**config.mk**
```make
export PLATFORM = sky130hd
export DESIGN_NAME = count_chain
export DESIGN_NICKNAME = d
export VERILOG_FILES = /design/src/rtl/cnt_pkg.sv /design/src/rtl/cnt_ctrl.sv /design/src/rtl/cnt_carry.sv /design/src/rtl/cnt_stage.sv /design/src/rtl/count_chain.sv
export SDC_FILE = /design/constraint.sdc
export NUM_CORES = 1
export LEC_CHECK = 0
export BUFFER_PORTS_ARGS = -buffer_cell sky130_fd_sc_hd__buf_2
export CELL_PAD_IN_SITES_DETAIL_PLACEMENT = 1
export CELL_PAD_IN_SITES_GLOBAL_PLACEMENT = 2
export CORE_MARGIN = 2
export CORE_UTILIZATION = 26
export CTS_CLUSTER_SIZE = 20
export DETAILED_ROUTE_END_ITERATION = 6
export GPL_TIMING_DRIVEN = 1
export PLACE_DENSITY_LB_ADDON = 0.3
export SKIP_LAST_GASP = 1
export SYNTH_ARGS = -nofsm -noshare
export SYNTH_HDL_FRONTEND = slang
export SYNTH_SLANG_ARGS = --single-unit
```
**constraint.sdc**
```tcl
create_clock -name clk -period 1.7 [get_ports clk]
set_input_delay 0.34 -clock clk [delete_from_list [all_inputs] [get_ports clk]]
set_output_delay 0.34 -clock clk [all_outputs]
set_load 0.1 [all_outputs]
```
**src/rtl/cnt_pkg.sv**
```systemverilog
package cnt_pkg;

  typedef enum logic [1:0] {
    OP_HOLD  = 2'd0,
    OP_COUNT = 2'd1,
    OP_LOAD  = 2'd2,
    OP_CLEAR = 2'd3
  } cnt_op_e;

  // Priority: clear, then load, then count (both enables), else hold.
  function automatic cnt_op_e pick_op(input logic clear_n, input logic load_n,
                                      input logic enp, input logic ent);
    if (!clear_n) return OP_CLEAR;
    if (!load_n) return OP_LOAD;
    if (enp && ent) return OP_COUNT;
    return OP_HOLD;
  endfunction

endpackage

```
**src/rtl/cnt_ctrl.sv**
```systemverilog
module cnt_ctrl
  import cnt_pkg::*;
(
  input  logic    clear_n,
  input  logic    load_n,
  input  logic    enp,
  input  logic    ent,
  output cnt_op_e op
);
  assign op = pick_op(clear_n, load_n, enp, ent);
endmodule

```
**src/rtl/cnt_carry.sv**
```systemverilog
module cnt_carry #(
  parameter int W = 4
) (
  input  logic [W-1:0] q,
  input  logic         ent,
  output logic         at_max,
  output logic         rco
);
  function automatic logic is_all_ones(input logic [W-1:0] v);
    return &v;
  endfunction

  assign at_max = is_all_ones(q);
  assign rco    = at_max & ent;
endmodule

```
**src/rtl/cnt_stage.sv**
```systemverilog
module cnt_stage
  import cnt_pkg::*;
#(
  parameter int W = 4
) (
  input  logic         clk,
  input  logic         clear_n,
  input  logic         load_n,
  input  logic         enp,
  input  logic         ent,
  input  logic [W-1:0] data,
  output logic [W-1:0] q,
  output logic         rco
);
  localparam logic [W-1:0] ONE = W'(1);

  function automatic logic [W-1:0] advance(input logic [W-1:0] v);
    return v + ONE;
  endfunction

  cnt_op_e      op;
  logic [W-1:0] q_next;
  logic         at_max;

  cnt_ctrl u_ctrl (
    .clear_n(clear_n),
    .load_n (load_n),
    .enp    (enp),
    .ent    (ent),
    .op     (op)
  );

  always_comb begin
    case (op)
      OP_CLEAR: q_next = '0;
      OP_LOAD:  q_next = data;
      OP_COUNT: q_next = advance(q);
      default:  q_next = q;
    endcase
  end

  always_ff @(posedge clk) q <= q_next;

  cnt_carry #(.W(W)) u_carry (
    .q     (q),
    .ent   (ent),
    .at_max(at_max),
    .rco   (rco)
  );

  // The state is unknown until the first clear or load defines it.
  logic primed = 1'b0;
  always_ff @(posedge clk) if (!clear_n || !load_n) primed <= 1'b1;

  assert_clear_R1: assert property (@(posedge clk) !clear_n |=> q == '0);
  assert_load_R2: assert property (@(posedge clk) clear_n && !load_n |=> q == $past(data));
  assert_count_R3: assert property (@(posedge clk) disable iff (!primed)
    clear_n && load_n && enp && ent && !at_max |=> q == $past(q) + ONE);
  assert_wrap_R3: assert property (@(posedge clk) disable iff (!primed)
    clear_n && load_n && enp && ent && at_max |=> q == '0);
  assert_hold_R4: assert property (@(posedge clk) disable iff (!primed)
    clear_n && load_n && !(enp && ent) |=> $stable(q));
  assert_rco_R5: assert property (@(posedge clk) disable iff (!primed)
    rco |-> (ent && q == '1));
endmodule

```
**src/rtl/count_chain.sv**
```systemverilog
module count_chain #(
  parameter int STAGES = 2,
  parameter int W      = 4
) (
  input  logic                  clk,
  input  logic                  clear_n,
  input  logic                  load_n,
  input  logic                  enp,
  input  logic                  ent,
  input  logic [STAGES-1:0]     stage_hold,
  input  logic [STAGES*W-1:0]   data,
  output logic [STAGES*W-1:0]   q,
  output logic                  rco
);
  localparam int TW = STAGES * W;

  logic [STAGES-1:0] ent_v;
  logic [STAGES-1:0] rco_v;

  for (genvar k = 0; k < STAGES; k++) begin : g_stage
    if (k == 0) begin : g_head
      assign ent_v[k] = ent & ~stage_hold[k];
    end else begin : g_link
      assign ent_v[k] = rco_v[k-1] & ~stage_hold[k];
    end

    cnt_stage #(.W(W)) u_stage (
      .clk    (clk),
      .clear_n(clear_n),
      .load_n (load_n),
      .enp    (enp),
      .ent    (ent_v[k]),
      .data   (data[k*W +: W]),
      .q      (q[k*W +: W]),
      .rco    (rco_v[k])
    );
  end

  assign rco = rco_v[STAGES-1];

  logic primed = 1'b0;
  always_ff @(posedge clk) if (!clear_n || !load_n) primed <= 1'b1;

  assert_chain_step_R6: assert property (@(posedge clk) disable iff (!primed)
    clear_n && load_n && enp && ent && stage_hold == '0 |=> q == TW'($past(q) + 1'b1));

  for (genvar k = 0; k < STAGES; k++) begin : g_hold_chk
    assert_hold_R7: assert property (@(posedge clk) disable iff (!primed)
      clear_n && load_n && stage_hold[k] |=> $stable(q[k*W +: W]));
    assert_hold_carry_R7: assert property (@(posedge clk) disable iff (!primed)
      stage_hold[k] |-> !rco_v[k]);
  end
endmodule

```
==> results of run 1 <==
[report_power, final]
group	switching [mW]	total (mW)	internal, mW
clock network	0.0722	0.154	0.0813
logic	0.153	0.205	0.0518
registers	0.0169	0.252	0.236
total	0.242	0.611	0.369
[cells by family (layout without fill, tap and decap cells)]
family          count (synthesis)  count (layout)  share of synthesized area (%)
flops                           8               8                           48.7
simple gates                   12              12                           21.1
xor+xnor                        4               4                           7.11
buf+inv                         3              33                           2.54
fa+ha+maj                       2               2                           5.08
compound gates                  9               9                           15.5
[worst max-delay path, delay by kind of cell (launching register included)]
| kind | cells | cell delay (ps) |
|---|---|---|
| flops | 1 | 400 |
| fa+ha+maj | 1 | 170 |
| simple gates | 2 | 400 |
| buf+inv | 1 | 210 |
[synthesized netlist by cell type]
cell | n | area share, %
nor2_1 | 1 | 0.76
edfxtp_1 | 8 | 49
nor4_1 | 1 | 1.3
nand3_1 | 4 | 4.1
nand3b_4 | 1 | 4.1
a22o_1 | 7 | 12
nand4b_4 | 1 | 4.8
o21bai_1 | 1 | 1.5
o31ai_1 | 1 | 1.5
inv_1 | 2 | 1.5
ha_1 | 2 | 5.1
xor2_1 | 2 | 3.6
buf_2 | 1 | 1.0
nor2b_1 | 1 | 1.3
nand2_1 | 2 | 1.5
xnor2_1 | 2 | 3.6
nor3_4 | 1 | 3.3
[stage by stage]
stage	TNS [ps]	std cells	hold WS (ps)	setup slack, ps	total power [mW]
global placement	0	88	620	122	0.458
floorplan	-3290	38	525	-1170	0.408
global route	-159	93	381	-159	0.642
finish	-84.8	93	369	-84.8	0.611
detailed placement	0	88	632	62.3	0.460
CTS	-109	93	367	-109	0.619
[area by class of cell]
cell class / count / share of cell area [%]
flip-flops and latches: 8 / 32.6
well taps: 25 / 4.24
clock buffers: 3 / 3.06
inverters: 2 / 1.02
repair buffers: 28 / 22.8
multi-input cells: 27 / 36.3
[timing repair]
action                     in CTS  in global routing
buffers inserted                2                  0
gates cloned                    0                  0
gates resized for setup         0                  0
pin swaps                       2                  0
hold buffers                    0                  0
setup endpoints to repair       1                  1
[worst paths after layout]
check	start	end	slack, ps	cells past startpoint
min	data[2]	g_stage[0].u_stage.q[2]	370	2
min reg2reg	g_stage[1].u_stage.q[1]	g_stage[1].u_stage.q[1]	720	2
max reg2reg	g_stage[0].u_stage.q[0]	g_stage[1].u_stage.q[0]	150	4
max	g_stage[0].u_stage.q[0]	rco	-80	4
[per-layer routing]
layer  share of wire (%)  routed length (um)  GRT usage, %
met1                  44                 527          15.5
met2                  49                 590          20.0
met3                 6.1                  74          4.53
met4                 1.2                  15          6.49
met5                   0                   0             0
==> results.tsv, run 1 <==
stage	metric	value	unit
final_layout	area_growth	49.5	%
placed_design	numPortBuffers	23	
setup_path	critical_path_required	1360	ps
final_layout	largest_reg_flops	8	
synthesis	syn_inst	38	
clocking	cts_max_level	1	
final_layout	fin_nets	87	
power_and_ir_drop	p_per_area	828	nW/um2
setup_path	crit_path_max_incr_delay	400	ps
detailed_routing	vias	431	
timing	setup_viol	1	
final_layout	final_common_cell	buf_2	
clocking	cts.sinks	8	
run_status	outcome	complete, but fails checks	
global_routing	antenna_found_initial	0	
global_routing	grt_util_all_layers	12.8	%
timing	clock.fmax	560	MHz
placed_design	gp_congestion	0.721	
synthesis	synth.distinct_cells	17	
final_layout	reg.largest.list	g_stage.u_stage.q (8)	
synthesis	yosysWarnings	0	
floorplanning	rows	15	
floorplanning	start_util	27.9	%
final_layout	n_antenna_cell	0	
floorplanning	die_y	47.5	um
timing	skew	8.89	ps
detailed_routing	drt-total-wl	1.21	mm
final_layout	drive_gt1_share	52.9	%
detailed_routing	drc	0	
setup_path	crit_arrival	1440	ps
synthesis	syn-num-nets	55	
final_layout	stdcell_area	737	um2
setup_path	cp-end-kind	primary output	
floorplanning	ios	24	
final_layout	regArea	240	um2
setup_path	crit_fanout	2	
floorplanning	coreArea	1760	um2
global_routing	grt_pass1_vias	422	
timing	final_hold_viol_count	0	
detailed_routing	drtIter0Drc	5	
floorplanning	die_x	47.5	um
setup_path	setup.worst_path.start_class	register	
detailed_routing	avgRoutedWirePerCell	13.0	um
synthesis	postSynthAreaPerCell	13.0	um2
global_routing	grt_max_degree	6	
timing	worst_slew_pin_slew	495	ps
synthesis	ys_ff_latch	8	
final_layout	final_cell_mix	buf_2 (22), edfxtp_1 (8), a22o_1 (7)	
clocking	numCtsBuffers	3	
final_layout	fill_cells	212	
timing	min_period	1780	ps
detailed_routing	firstDrtPassIters	3	
worst_hold_path	hp-class	primary input to register	
placed_design	place_area	699	um2
clocking	clk_path_buf_depth	2	
clocking	insertion_delay	260	ps
timing	finalMaxSlewViolations	0	
setup_path	setup.worst_path.class	register to primary output	
clocking	clk_pin_slew	60	ps
floorplanning	die-area	2260	um2
timing	fin_crit_sh	105	%
detailed_routing	antenna_left	0	
final_layout	regMostFlops	g_stage.u_stage.q	
synthesis	ys_seq_area_share	48.7	%
detailed_routing	viasPerCell	4.63	
flow_run	cap_viol_max_count	0	
global_routing	overflow	0	
setup_path	crit_chain	ha_4 > nand4b_4 > nor4_4 > buf_12	
setup_path	cp_slowest_cell	edfxtp_1	
synthesis	syn-cell-area	493	um2
final_layout	multi_input_area	268	um2
timing	layout_setup_ws	-84.8	ps
placed_design	place.detailed.hpwl	1.02	mm
timing	slew_headroom	67.2	%
run_status	violations	setup timing	
final_layout	final_core_util	41.8	%
power_and_ir_drop	vdd_drop_max	354	uV
clocking	tritoncts	yes	
global_routing	grt_pass1_wl	1.89	mm
clocking	clockRootBuffer	clkbuf_4	
timing	rsz0062_at_grt	true	
power_and_ir_drop	leakagePower	0.360	nW
(Power assumes the default switching activity.)
==> run 2: changes to the inputs <==
- CORE_UTILIZATION: 26 -> 23
- clock period: 1.7 -> 1.55 ns (I/O delays scaled with it)
==> results.tsv, run 2 (synthesis results as in run 1) <==
stage	metric	value	unit
worst_hold_path	hp-start	data[4]	
detailed_routing	firstDrtPassIters	3	
detailed_routing	dr_wl_met3	88	um
setup_path	r2r_start	g_stage[0].u_stage.q[0]	
detailed_routing	top_layer_used	met3	
run_status	outcome	complete, but fails checks	
clocking	numCtsBuffers	3	
final_layout	regMostFlops	g_stage.u_stage.q	
timing	slew_headroom	67.2	%
floorplanning	die_y	50.3	um
setup_path	rr_worst_depth	5	
floorplanning	rows	16	
detailed_routing	vias	444	
worst_hold_path	holdPathEnd	g_stage[1].u_stage.q[0]	
detailed_routing	avgRoutedWirePerCell	12.8	um
timing	fin_crit_sh	110	%
detailed_routing	viasPerCell	4.44	
clocking	clk_path_buf_depth	2	
timing	finalMaxSlewViolations	0	
placed_design	pre_cts_ws	26.4	ps
setup_path	setup.worst_path.class	register to primary output	
power_and_ir_drop	leakagePower	0.395	nW
final_layout	final_common_cell	buf_2	
detailed_routing	met2_length	632	um
detailed_routing	antenna_left	0	
timing	min_period	1700	ps
final_layout	largest_reg_flops	8	
clocking	ctsHoldBuffers	0	
setup_path	cp_slowest_cell	edfxtp_1	
timing	setup_viol	1	
detailed_routing	drc	0	
global_routing	grt_util_all_layers	11.4	%
power_and_ir_drop	pwr-share-comb	37.9	%
final_layout	area_growth	68.3	%
detailed_routing	drtIter0Drc	1	
timing	clock.fmax	587	MHz
clocking	cts.sinks	8	
timing	rsz0062_at_grt	true	
timing	skew	5.63	ps
detailed_routing	wl_met1	559	um
global_routing	overflow	0	
setup_path	crit_chain	ha_2 > nand3_2 > nor4_4 > buf_12	
timing	final_hold_viol_count	0	
setup_path	crit_path_max_incr_delay	370	ps
placed_design	place.detailed.hpwl	1.11	mm
power_and_ir_drop	pwr-share-clk	22.4	%
run_status	violations	setup timing	
power_and_ir_drop	power.internal	0.433	mW
power_and_ir_drop	switching_share	37.7	%
power_and_ir_drop	p_switching	0.262	mW
global_routing	grt_pass1_vias	473	
global_routing	grt_pass1_wl	2.14	mm
final_layout	final_cell_mix	buf_2 (19), buf_4 (10), edfxtp_1 (8)	
power_and_ir_drop	power.total	0.695	mW
setup_path	worstReg2RegEnd	g_stage[1].u_stage.q[0]	
detailed_routing	drt-total-wl	1.28	mm
power_and_ir_drop	power.share.sequential	39.6	%
floorplanning	die_x	50.3	um
placed_design	place_area	785	um2
timing	worst_slew_pin_slew	495	ps
setup_path	crit_arrival	1390	ps
floorplanning	ios	24	
power_and_ir_drop	vdd_drop_max	460	uV
worst_hold_path	min_path_cells	2	
setup_path	cp-end-kind	primary output	
timing	whs	355	ps
setup_path	setup.worst_path.start_class	register	
final_layout	n_antenna_cell	0	
flow_run	cap_viol_max_count	0	
final_layout	fin_nets	92	
floorplanning	die-area	2530	um2
power_and_ir_drop	p_per_area	838	nW/um2
final_layout	stdcell_area	830	um2
clocking	cts_max_level	1	
timing	layout_setup_ws	-154	ps
placed_design	numPortBuffers	23	
clocking	insertion_delay	250	ps
setup_path	critical_path_required	1240	ps
global_routing	grt_max_degree	6	
setup_path	crit_fanout	3	
clocking	tritoncts	yes	
worst_hold_path	hp-class	primary input to register	
placed_design	gp_congestion	0.633	
clocking	clk_pin_slew	60	ps
setup_path	r2r_slack	170	ps
floorplanning	coreArea	1980	um2
clocking	clockRootBuffer	clkbuf_4	
final_layout	drive_gt1_share	58.9	%
final_layout	reg.largest.list	g_stage.u_stage.q (8)	
global_routing	antenna_found_initial	0	
floorplanning	start_util	24.9	%
[run 2: how the worst max path moves through the flow]
stage          endpoint  cells past startpoint               startpoint
2_1_floorplan       rco                      3  g_stage[0].u_stage.q[0]
3_3_place_gp        rco                      4  g_stage[0].u_stage.q[1]
3_5_place_dp        rco                      4  g_stage[0].u_stage.q[1]
4_1_cts             rco                      4  g_stage[0].u_stage.q[0]
5_1_grt             rco                      4  g_stage[1].u_stage.q[1]
6_report            rco                      4  g_stage[1].u_stage.q[1]
[run 2: timing repair]
item	CTS	global route
setup buffers	1	1
pin swaps	2	2
setup endpoints to repair	1	1
gates resized for setup	0	2
gates cloned	0	0
[run 2: final cells by class]
class | instances | area [um2]
flip-flops and latches | 8 | 240
well taps | 27 | 33.8
repair buffers | 33 | 250
clock buffers | 3 | 22.5
multi-input cells | 27 | 275
fillers | 229 | 1150
inverters | 2 | 7.51
[run 2: power by group through the flow]
| stage | Sequential, mW | Clock [mW] | Combinational, mW |
|---|---|---|---|
| final | 0.275 | 0.156 | 0.264 |
| after global routing | 0.278 | 0.178 | 0.276 |
| after detailed placement | 0.279 | 0 | 0.261 |
| after CTS | 0.275 | 0.162 | 0.263 |
| after floorplan | 0.404 | 0 | 0.0434 |
| after global placement | 0.278 | 0 | 0.258 |
[run 2: metal layers]
layer  vias up  GRT usage, %
li1        219             -
met1       211          13.6
met2        14          18.2
met3         0          5.06
met4         0          4.05
met5         -             0
[run 2: stage by stage]
stage	util, %	setup TNS [ps]	instances
after floorplan	-	-5060	38
after global placement	39.6	0	95
after detailed placement	39.6	0	95
after CTS	41.1	-180	99
after global routing	41.9	-238	100
final	41.9	-154	100
[run 2: worst max-delay path: cells and delay by family (launching register included)]
family / cells / cell delay (ps)
simple gates: 2 / 360
buf+inv: 1 / 210
fa+ha+maj: 1 / 200
flops: 1 / 370
